<file path="src/rtl/xmem_pkg.sv">
package xmem_pkg;

   typedef enum logic [1:0] {
      ST_IDLE   = 2'd0,
      ST_ACCESS = 2'd1,
      ST_FLOAT  = 2'd2
   } xmem_state_e;

   // strobe window indices
   localparam int WIN_WE  = 0;
   localparam int WIN_OE  = 1;
   localparam int WIN_CS  = 2;
   localparam int NUM_WIN = 3;

endpackage

</file>
<file path="src/rtl/xmem_cfg_mux.sv">
module xmem_cfg_mux #(
   parameter int NUM_CS = 2,
   parameter int CNT_W  = 6,
   localparam int CS_W  = (NUM_CS > 1) ? $clog2(NUM_CS) : 1,
   localparam int VEC_W = NUM_CS * CNT_W
) (
   input  logic [CS_W-1:0]  sel,
   input  logic [VEC_W-1:0] v_we_setup,
   input  logic [VEC_W-1:0] v_we_pulse,
   input  logic [VEC_W-1:0] v_cswr_setup,
   input  logic [VEC_W-1:0] v_cswr_pulse,
   input  logic [VEC_W-1:0] v_oe_setup,
   input  logic [VEC_W-1:0] v_oe_pulse,
   input  logic [VEC_W-1:0] v_csrd_setup,
   input  logic [VEC_W-1:0] v_csrd_pulse,
   input  logic [VEC_W-1:0] v_wr_len,
   input  logic [VEC_W-1:0] v_rd_len,
   input  logic [VEC_W-1:0] v_rd_float,
   output logic [CNT_W-1:0] we_setup,
   output logic [CNT_W-1:0] we_pulse,
   output logic [CNT_W-1:0] cswr_setup,
   output logic [CNT_W-1:0] cswr_pulse,
   output logic [CNT_W-1:0] oe_setup,
   output logic [CNT_W-1:0] oe_pulse,
   output logic [CNT_W-1:0] csrd_setup,
   output logic [CNT_W-1:0] csrd_pulse,
   output logic [CNT_W-1:0] wr_len,
   output logic [CNT_W-1:0] rd_len,
   output logic [CNT_W-1:0] rd_float
);

   function automatic logic [CNT_W-1:0] pick(input logic [VEC_W-1:0] v,
                                             input logic [CS_W-1:0]  s);
      return v[int'(s)*CNT_W +: CNT_W];
   endfunction

   always_comb begin
      we_setup   = pick(v_we_setup,   sel);
      we_pulse   = pick(v_we_pulse,   sel);
      cswr_setup = pick(v_cswr_setup, sel);
      cswr_pulse = pick(v_cswr_pulse, sel);
      oe_setup   = pick(v_oe_setup,   sel);
      oe_pulse   = pick(v_oe_pulse,   sel);
      csrd_setup = pick(v_csrd_setup, sel);
      csrd_pulse = pick(v_csrd_pulse, sel);
      wr_len     = pick(v_wr_len,     sel);
      rd_len     = pick(v_rd_len,     sel);
      rd_float   = pick(v_rd_float,   sel);
   end

endmodule

</file>
<file path="src/rtl/xmem_strobe_win.sv">
module xmem_strobe_win #(
   parameter int CNT_W = 6,
   localparam int SUM_W = CNT_W + 1
) (
   input  logic [CNT_W-1:0] cnt,
   input  logic [CNT_W-1:0] setup,
   input  logic [CNT_W-1:0] pulse,
   output logic             active
);

   logic [SUM_W-1:0] stop_at;
   logic [SUM_W-1:0] cnt_x;

   always_comb begin
      stop_at = {1'b0, setup} + {1'b0, pulse};
      cnt_x   = {1'b0, cnt};
      active  = (cnt >= setup) && (cnt_x < stop_at);
   end

endmodule

</file>
<file path="src/rtl/xmem_timing_gen.sv">
module xmem_timing_gen #(
   parameter int NUM_CS = 2,
   parameter int CNT_W  = 6,
   parameter int ADDR_W = 16,
   parameter int DATA_W = 16,
   localparam int CS_W  = (NUM_CS > 1) ? $clog2(NUM_CS) : 1,
   localparam int VEC_W = NUM_CS * CNT_W
) (
   input  logic              clk,
   input  logic              rst_n,
   input  logic              req_valid,
   input  logic              req_write,
   input  logic [CS_W-1:0]   req_cs,
   input  logic [ADDR_W-1:0] req_addr,
   input  logic [DATA_W-1:0] req_wdata,
   output logic              ready,
   output logic              done,
   output logic [DATA_W-1:0] rdata,
   input  logic [VEC_W-1:0]  cfg_we_setup,
   input  logic [VEC_W-1:0]  cfg_we_pulse,
   input  logic [VEC_W-1:0]  cfg_cswr_setup,
   input  logic [VEC_W-1:0]  cfg_cswr_pulse,
   input  logic [VEC_W-1:0]  cfg_oe_setup,
   input  logic [VEC_W-1:0]  cfg_oe_pulse,
   input  logic [VEC_W-1:0]  cfg_csrd_setup,
   input  logic [VEC_W-1:0]  cfg_csrd_pulse,
   input  logic [VEC_W-1:0]  cfg_wr_len,
   input  logic [VEC_W-1:0]  cfg_rd_len,
   input  logic [VEC_W-1:0]  cfg_rd_float,
   output logic [NUM_CS-1:0] mem_cs_n,
   output logic              mem_we_n,
   output logic              mem_oe_n,
   output logic [ADDR_W-1:0] mem_addr,
   output logic [DATA_W-1:0] mem_dout,
   output logic              mem_dout_en,
   input  logic [DATA_W-1:0] mem_din
);
   import xmem_pkg::*;

   // elaboration-time parameter checks
   if (NUM_CS < 2 || (1 << CS_W) != NUM_CS) begin : g_bad_cs
      $error("NUM_CS must be a power of two, at least 2");
   end
   if (CNT_W < 2 || CNT_W > 16) begin : g_bad_cnt
      $error("CNT_W must lie in 2..16");
   end
   if (ADDR_W < 1 || DATA_W < 1) begin : g_bad_bus
      $error("bus widths must be positive");
   end

   xmem_state_e       state_q;
   logic [CNT_W-1:0]  cnt_q;
   logic [CNT_W-1:0]  flt_q;
   logic [CS_W-1:0]   cs_q;
   logic              wr_q;
   logic [ADDR_W-1:0] addr_q;
   logic [DATA_W-1:0] wdata_q;
   logic [DATA_W-1:0] rdata_q;
   logic              done_q;
   logic              we_n_q;
   logic              oe_n_q;
   logic              dout_en_q;
   logic [NUM_CS-1:0] cs_n_q;

   logic              idle;
   logic              accept;
   logic [CS_W-1:0]   sel_cs;
   logic              sel_wr;
   logic [CNT_W-1:0]  t_we_s, t_we_p, t_cw_s, t_cw_p, t_oe_s, t_oe_p;
   logic [CNT_W-1:0]  t_cr_s, t_cr_p, t_wlen, t_rlen, t_flt;
   logic [CNT_W-1:0]  len_eff;
   logic              last;
   logic              run_nxt;
   logic [CNT_W-1:0]  cnt_nxt;
   logic [CNT_W-1:0]  win_setup [NUM_WIN];
   logic [CNT_W-1:0]  win_pulse [NUM_WIN];
   logic [NUM_WIN-1:0] win_act;
   logic              we_nxt, oe_nxt, cs_nxt;

   assign idle   = (state_q == ST_IDLE);
   assign accept = idle && req_valid;
   assign sel_cs = idle ? req_cs    : cs_q;
   assign sel_wr = idle ? req_write : wr_q;

   xmem_cfg_mux #(.NUM_CS(NUM_CS), .CNT_W(CNT_W)) u_cfg (
      .sel          (sel_cs),
      .v_we_setup   (cfg_we_setup),
      .v_we_pulse   (cfg_we_pulse),
      .v_cswr_setup (cfg_cswr_setup),
      .v_cswr_pulse (cfg_cswr_pulse),
      .v_oe_setup   (cfg_oe_setup),
      .v_oe_pulse   (cfg_oe_pulse),
      .v_csrd_setup (cfg_csrd_setup),
      .v_csrd_pulse (cfg_csrd_pulse),
      .v_wr_len     (cfg_wr_len),
      .v_rd_len     (cfg_rd_len),
      .v_rd_float   (cfg_rd_float),
      .we_setup     (t_we_s),
      .we_pulse     (t_we_p),
      .cswr_setup   (t_cw_s),
      .cswr_pulse   (t_cw_p),
      .oe_setup     (t_oe_s),
      .oe_pulse     (t_oe_p),
      .csrd_setup   (t_cr_s),
      .csrd_pulse   (t_cr_p),
      .wr_len       (t_wlen),
      .rd_len       (t_rlen),
      .rd_float     (t_flt)
   );

   // cycle length, with zero taken as one
   always_comb begin
      len_eff = sel_wr ? t_wlen : t_rlen;
      if (len_eff == '0) len_eff = CNT_W'(1);
   end

   assign last    = (state_q == ST_ACCESS) && (cnt_q == len_eff - CNT_W'(1));
   assign run_nxt = accept || ((state_q == ST_ACCESS) && !last);
   assign cnt_nxt = accept ? '0 : cnt_q + CNT_W'(1);

   always_comb begin
      win_setup[WIN_WE] = t_we_s;
      win_pulse[WIN_WE] = t_we_p;
      win_setup[WIN_OE] = t_oe_s;
      win_pulse[WIN_OE] = t_oe_p;
      win_setup[WIN_CS] = sel_wr ? t_cw_s : t_cr_s;
      win_pulse[WIN_CS] = sel_wr ? t_cw_p : t_cr_p;
   end

   for (genvar w = 0; w < NUM_WIN; w++) begin : g_win
      xmem_strobe_win #(.CNT_W(CNT_W)) u_win (
         .cnt    (cnt_nxt),
         .setup  (win_setup[w]),
         .pulse  (win_pulse[w]),
         .active (win_act[w])
      );
   end

   assign we_nxt = run_nxt &&  sel_wr && win_act[WIN_WE];
   assign oe_nxt = run_nxt && !sel_wr && win_act[WIN_OE];
   assign cs_nxt = run_nxt && win_act[WIN_CS];

   // access sequencing
   always_ff @(posedge clk or negedge rst_n) begin
      if (!rst_n) begin
         state_q <= ST_IDLE;
         cnt_q   <= '0;
         flt_q   <= '0;
         cs_q    <= '0;
         wr_q    <= 1'b0;
         addr_q  <= '0;
         wdata_q <= '0;
         done_q  <= 1'b0;
      end else begin
         done_q <= last;
         case (state_q)
            ST_IDLE: begin
               if (accept) begin
                  state_q <= ST_ACCESS;
                  cnt_q   <= '0;
                  cs_q    <= req_cs;
                  wr_q    <= req_write;
                  addr_q  <= req_addr;
                  wdata_q <= req_wdata;
               end
            end
            ST_ACCESS: begin
               if (last) begin
                  if (!wr_q && t_flt != '0) begin
                     state_q <= ST_FLOAT;
                     flt_q   <= t_flt;
                  end else begin
                     state_q <= ST_IDLE;
                  end
               end else begin
                  cnt_q <= cnt_nxt;
               end
            end
            ST_FLOAT: begin
               if (flt_q == CNT_W'(1)) state_q <= ST_IDLE;
               flt_q <= flt_q - CNT_W'(1);
            end
            default: state_q <= ST_IDLE;
         endcase
      end
   end

   // registered strobes and read capture
   always_ff @(posedge clk or negedge rst_n) begin
      if (!rst_n) begin
         we_n_q    <= 1'b1;
         oe_n_q    <= 1'b1;
         dout_en_q <= 1'b0;
         rdata_q   <= '0;
      end else begin
         we_n_q    <= !we_nxt;
         oe_n_q    <= !oe_nxt;
         dout_en_q <= run_nxt && sel_wr;
         if (!oe_n_q && !oe_nxt) rdata_q <= mem_din;
      end
   end

   for (genvar c = 0; c < NUM_CS; c++) begin : g_cs
      always_ff @(posedge clk or negedge rst_n) begin
         if (!rst_n) cs_n_q[c] <= 1'b1;
         else        cs_n_q[c] <= !(cs_nxt && (sel_cs == CS_W'(c)));
      end
   end

   assign ready       = idle;
   assign done        = done_q;
   assign rdata       = rdata_q;
   assign mem_cs_n    = cs_n_q;
   assign mem_we_n    = we_n_q;
   assign mem_oe_n    = oe_n_q;
   assign mem_addr    = addr_q;
   assign mem_dout    = wdata_q;
   assign mem_dout_en = dout_en_q;


   done_single_chk: assert property (@(posedge clk) disable iff (!rst_n)
      done |=> !done);


   cs_onehot_chk: assert property (@(posedge clk) disable iff (!rst_n)
      $onehot0(~mem_cs_n));


   we_oe_excl_chk: assert property (@(posedge clk) disable iff (!rst_n)
      !(!mem_we_n && !mem_oe_n));


   idle_quiet_chk: assert property (@(posedge clk) disable iff (!rst_n)
      ready |-> (mem_we_n && mem_oe_n && (&mem_cs_n) && !mem_dout_en));


   we_in_drive_chk: assert property (@(posedge clk) disable iff (!rst_n)
      !mem_we_n |-> mem_dout_en);


   done_after_access_chk: assert property (@(posedge clk) disable iff (!rst_n)
      $rose(done) |-> $past(state_q == ST_ACCESS));

endmodule

</file>
<file path="config.mk">
export PLATFORM = sky130hd
export DESIGN_NAME = xmem_timing_gen
export DESIGN_NICKNAME = d
export VERILOG_FILES = /design/src/rtl/xmem_pkg.sv /design/src/rtl/xmem_cfg_mux.sv /design/src/rtl/xmem_strobe_win.sv /design/src/rtl/xmem_timing_gen.sv
export SDC_FILE = /design/constraint.sdc
export NUM_CORES = 1
export LEC_CHECK = 0
export BUFFER_PORTS_ARGS = -buffer_cell sky130_fd_sc_hd__clkbuf_2
export CORE_MARGIN = 2
export CORE_UTILIZATION = 50
export CTS_CLUSTER_DIAMETER = 40
export CTS_CLUSTER_SIZE = 25
export DETAILED_ROUTE_END_ITERATION = 7
export PLACE_DENSITY = 0.82
export SYNTH_ARGS = -nofsm -noshare
export SYNTH_HDL_FRONTEND = slang
export SYNTH_HIERARCHICAL = 1
export SYNTH_SLANG_ARGS = --single-unit
</file>
<file path="constraint.sdc">
create_clock -name clk -period 5.7 [get_ports clk]
set_input_delay 0.57 -clock clk [delete_from_list [all_inputs] [get_ports clk]]
set_output_delay 0.57 -clock clk [all_outputs]
set_load 0.03 [all_outputs]
</file>
==> impl_metrics.py <==
metrics = {
    "status": {
        "outcome": "complete, no violations",
    },
    "timing": {
        "final-setup-viol-count": 0,
        "fmax_ghz": 0.197,
        "timing_hold_violations_final": 0,
        "fin_ws_ns": 0.625,
        "finalSetupTns_ns": 0,
        "worst_pin_slew_ns": 1.10,
        "drv_slew": 0,
        "worst_clock_skew_ns": 0.00780,
        "min_period_ns": 5.07,
        "slew-limit-headroom_pct": 26.6,
        "rsz0062_at_grt": "false",
        "fin_crit_sh_pct": 89.0,
    },
    "worst_setup_path": {
        "critical_path.top_delay_family": "multiplexers",
        "cp_num_buf_inv": 1,
        "crit_fanout": 38,
        "setup.worst_path.end_class": "register",
        "worstSetupPathType": "reg2reg",
        "required_ns": 5.91,
        "startpoint_type": "register",
        "cpMostUsedCell": "mux2_2",
        "worstPathArrival_ns": 5.28,
        "r2r_slack_ns": 0.63,
        "path_cells": "nor2_1 -> mux2_4 -> mux2_2 -> or4_1 -> o21bai_1 -> mux2i_1 -> ha_1 -> xor2_1 -> and3_1 -> a2111oi_2 -> nand4_2 -> buf_4 -> a41oi_4 -> mux2_2",
        "cpPeakStageDelay_ns": 0.61,
        "critPathSlowestCell": "mux2_4",
    },
    "logic_synthesis": {
        "synth_warnings": 6,
        "synth.cell_area_mm2": 0.00588,
        "synth.ff_latch_count": 70,
        "ys_seq_area_share_pct": 29.9,
        "synth.distinct_cells": 59,
        "syn-num-nets": 871,
        "netlist_instances": 628,
        "synth-async-reset-ratio_pct": 100,
        "yosysTopAreaCell": "dfrtp_1",
        "synth_edf_count": 0,
        "yosys-top-cells-area": "dfrtp_1 (28%), ha_1 (12%), mux2_4 (10%), nand2_1 (10%), mux2_2 (6.3%)",
        "synth_ff_type": "dfrtp_1",
        "yosys.area.top_type_share_pct": 28.1,
        "postSynthAreaPerCell_um2": 9.37,
    },
    "job": {
        "max-cap-violations": 0,
    },
    "finish": {
        "syn_to_final_growth_pct": 25.9,
        "stdcell_count": 1002,
        "nets": 1099,
        "drive_gt1_share_pct": 41.0,
        "fillers": 979,
        "final_cell_mix": "clkbuf_2 (238), nand2_1 (160), dfrtp_1 (66)",
        "multi_input_area_mm2": 0.00389,
        "register_area_mm2": 0.00176,
        "antenna_cells": 0,
        "mostFrequentLayoutCell": "clkbuf_2",
        "post-route-util_pct": 64.6,
    },
    "clock_network": {
        "cts.sinks": 70,
        "cts_tree": "yes",
        "insertion_delay_ns": 0.32,
        "cts_buffer_depth": 2,
        "cts_resized": 0,
        "cts_buffers": 9,
        "cts_setup_buffers": 0,
        "h-tree-depth": 3,
        "root_buffer": "clkbuf_16",
        "clk_pin_slew_ns": 0.05,
        "postCtsHoldBufs": 0,
    },
    "drt": {
        "drt_wl_total_um": 14900,
        "drt_first_pass_iters": 4,
        "drtAntennaViolNets": 0,
        "via_per_inst": 5.29,
        "drt-initial-drc-count": 291,
        "drcViolationCount": 0,
        "vias": 5297,
        "wire_per_inst_um": 14.9,
    },
    "power_and_ir_drop": {
        "ir_worst_vdd_mv": 0.338,
        "finalPower_w": 0.00451,
        "power_leakage_nw": 4.05,
        "p_per_area_mw_per_mm2": 608,
    },
    "place": {
        "io_buffer_count": 239,
        "post-dp-hpwl_um": 11800,
        "routabilityCongestion": 0.865,
        "dp_cells": 988,
        "place_ws_ns": 0.598,
    },
    "die": {
        "start_util_pct": 51.3,
        "core_mm2": 0.0115,
        "io_pins": 240,
        "rows": 39,
        "dieArea_mm2": 0.0127,
        "die_x_um": 112,
        "die_y_um": 112,
    },
    "min_path": {
        "hp-class": "in2reg",
    },
    "global_routing": {
        "grt_pass1_vias": 5363,
        "grt_use_total_pct": 24.3,
        "grt_antenna_before_repair": 0,
        "grt_max_degree": 71,
        "grt_pass1_wl_um": 25100,
        "grt-ovfl-total": 0,
    },
}
flip-flops by register name, indices dropped and copies added (netlist names), 2 cells and up:
signal    flops
mem_addr     16
mem_dout     16
rdata        16
cnt_q         6
flt_q         6
mem_cs_n      2
state_q       2
final timing paths:
| path | from | end | cells after the start |
|---|---|---|---|
| max | state_q[1]$_DFFE_PN0P_ | rdata[0]$_DFFE_PN0P_ | 14 |
| min | req_wdata[15] | mem_dout[15]$_DFFE_PN0P_ | 3 |
| max reg2reg | state_q[1]$_DFFE_PN0P_ | rdata[0]$_DFFE_PN0P_ | 14 |
| min reg2reg | mem_addr[7]$_DFFE_PN0P_ | mem_addr[7]$_DFFE_PN0P_ | 2 |
| max in group asynchronous | rst_n | cnt_q[1]$_DFFE_PN0P_ | 2 |
| min in group asynchronous | rst_n | mem_dout[11]$_DFFE_PN0P_ | 2 |
final cells by class:
cell class | count | share of cell area, %
timing repair buffer | 244 | 16.6
tap | 143 | 2.41
multi-input combinational | 506 | 52.5
clock inverter | 2 | 0.135
sequential | 70 | 23.7
inverter | 25 | 1.27
clock buffer | 12 | 3.33
per-stage QoR:
stage | hold WS (ns) | instance area, um2
floorplan | 0.274 | 5880
global placement | 0.457 | 7150
detailed placement | 0.461 | 7150
CTS | 0.420 | 7410
global route | 0.425 | 7410
finish | 0.433 | 7410
cell families after synthesis:
logic type	count (synthesis)	synth area share (%)
buffers and inverters	52	4.15
AOI/OAI and AO/OA	102	13.4
adders and majority gates	58	12.7
DFF	70	29.9
muxes	89	19.5
and+or+nand+nor	241	17.8
xor gates and xnor gates	16	2.62
synth_stat cells (3+ instances only):
master / count
nand3_1: 8
o21ai_0: 16
or4_1: 3
nor3_1: 6
a21o_1: 9
mux2i_1: 6
clkbuf_1: 16
xor2_1: 6
o211ai_1: 8
mux2_2: 33
and3_1: 3
a31o_2: 3
buf_6: 6
o2111ai_2: 3
xnor2_1: 9
a21oi_1: 22
a211oi_1: 8
nor2b_1: 5
fa_1: 3
inv_1: 25
dfrtp_1: 66
o21ai_1: 5
nand2b_1: 13
a211o_1: 4
nor2_1: 30
buf_2: 3
a32oi_2: 3
dfstp_2: 4
nand2_1: 160
ha_1: 55
mux2_4: 40
mux2_1: 10
worst register-to-register path, stage by stage (launching register included):
cell and delay [ns]:
dfrtp_1 0.45, nor2_1 0.27, mux2_4 0.62, mux2_2 0.45, or4_1 0.59, o21bai_1 0.22
mux2i_1 0.11, ha_1 0.24, xor2_1 0.17, and3_1 0.16, a2111oi_2 0.41, nand4_2 0.13
buf_4 0.21, a41oi_4 0.55, mux2_2 0.40
metal layers:
| layer | track usage (%) | share of wire, % | vias to the layer above |
|---|---|---|---|
| met1 | 29.7 | 41 | 2401 |
| met3 | 6.48 | 9.0 | 16 |
| met4 | 8.05 | 1.6 | 0 |
| met5 | 0 | 0 | - |
| li1 | - | - | 2649 |
| met2 | 41.8 | 48 | 231 |
power breakdown:
part	total (W)	switching [W]	leakage (nW)	internal [W]
clock	0.000489	0.000190	0.128	0.000300
sequential	0.000884	0.000160	0.854	0.000724
combinational	0.00313	0.00181	3.07	0.00133
total	0.00451	0.00216	4.05	0.00235
No activity file was read; power rests on OpenSTA's default activity.
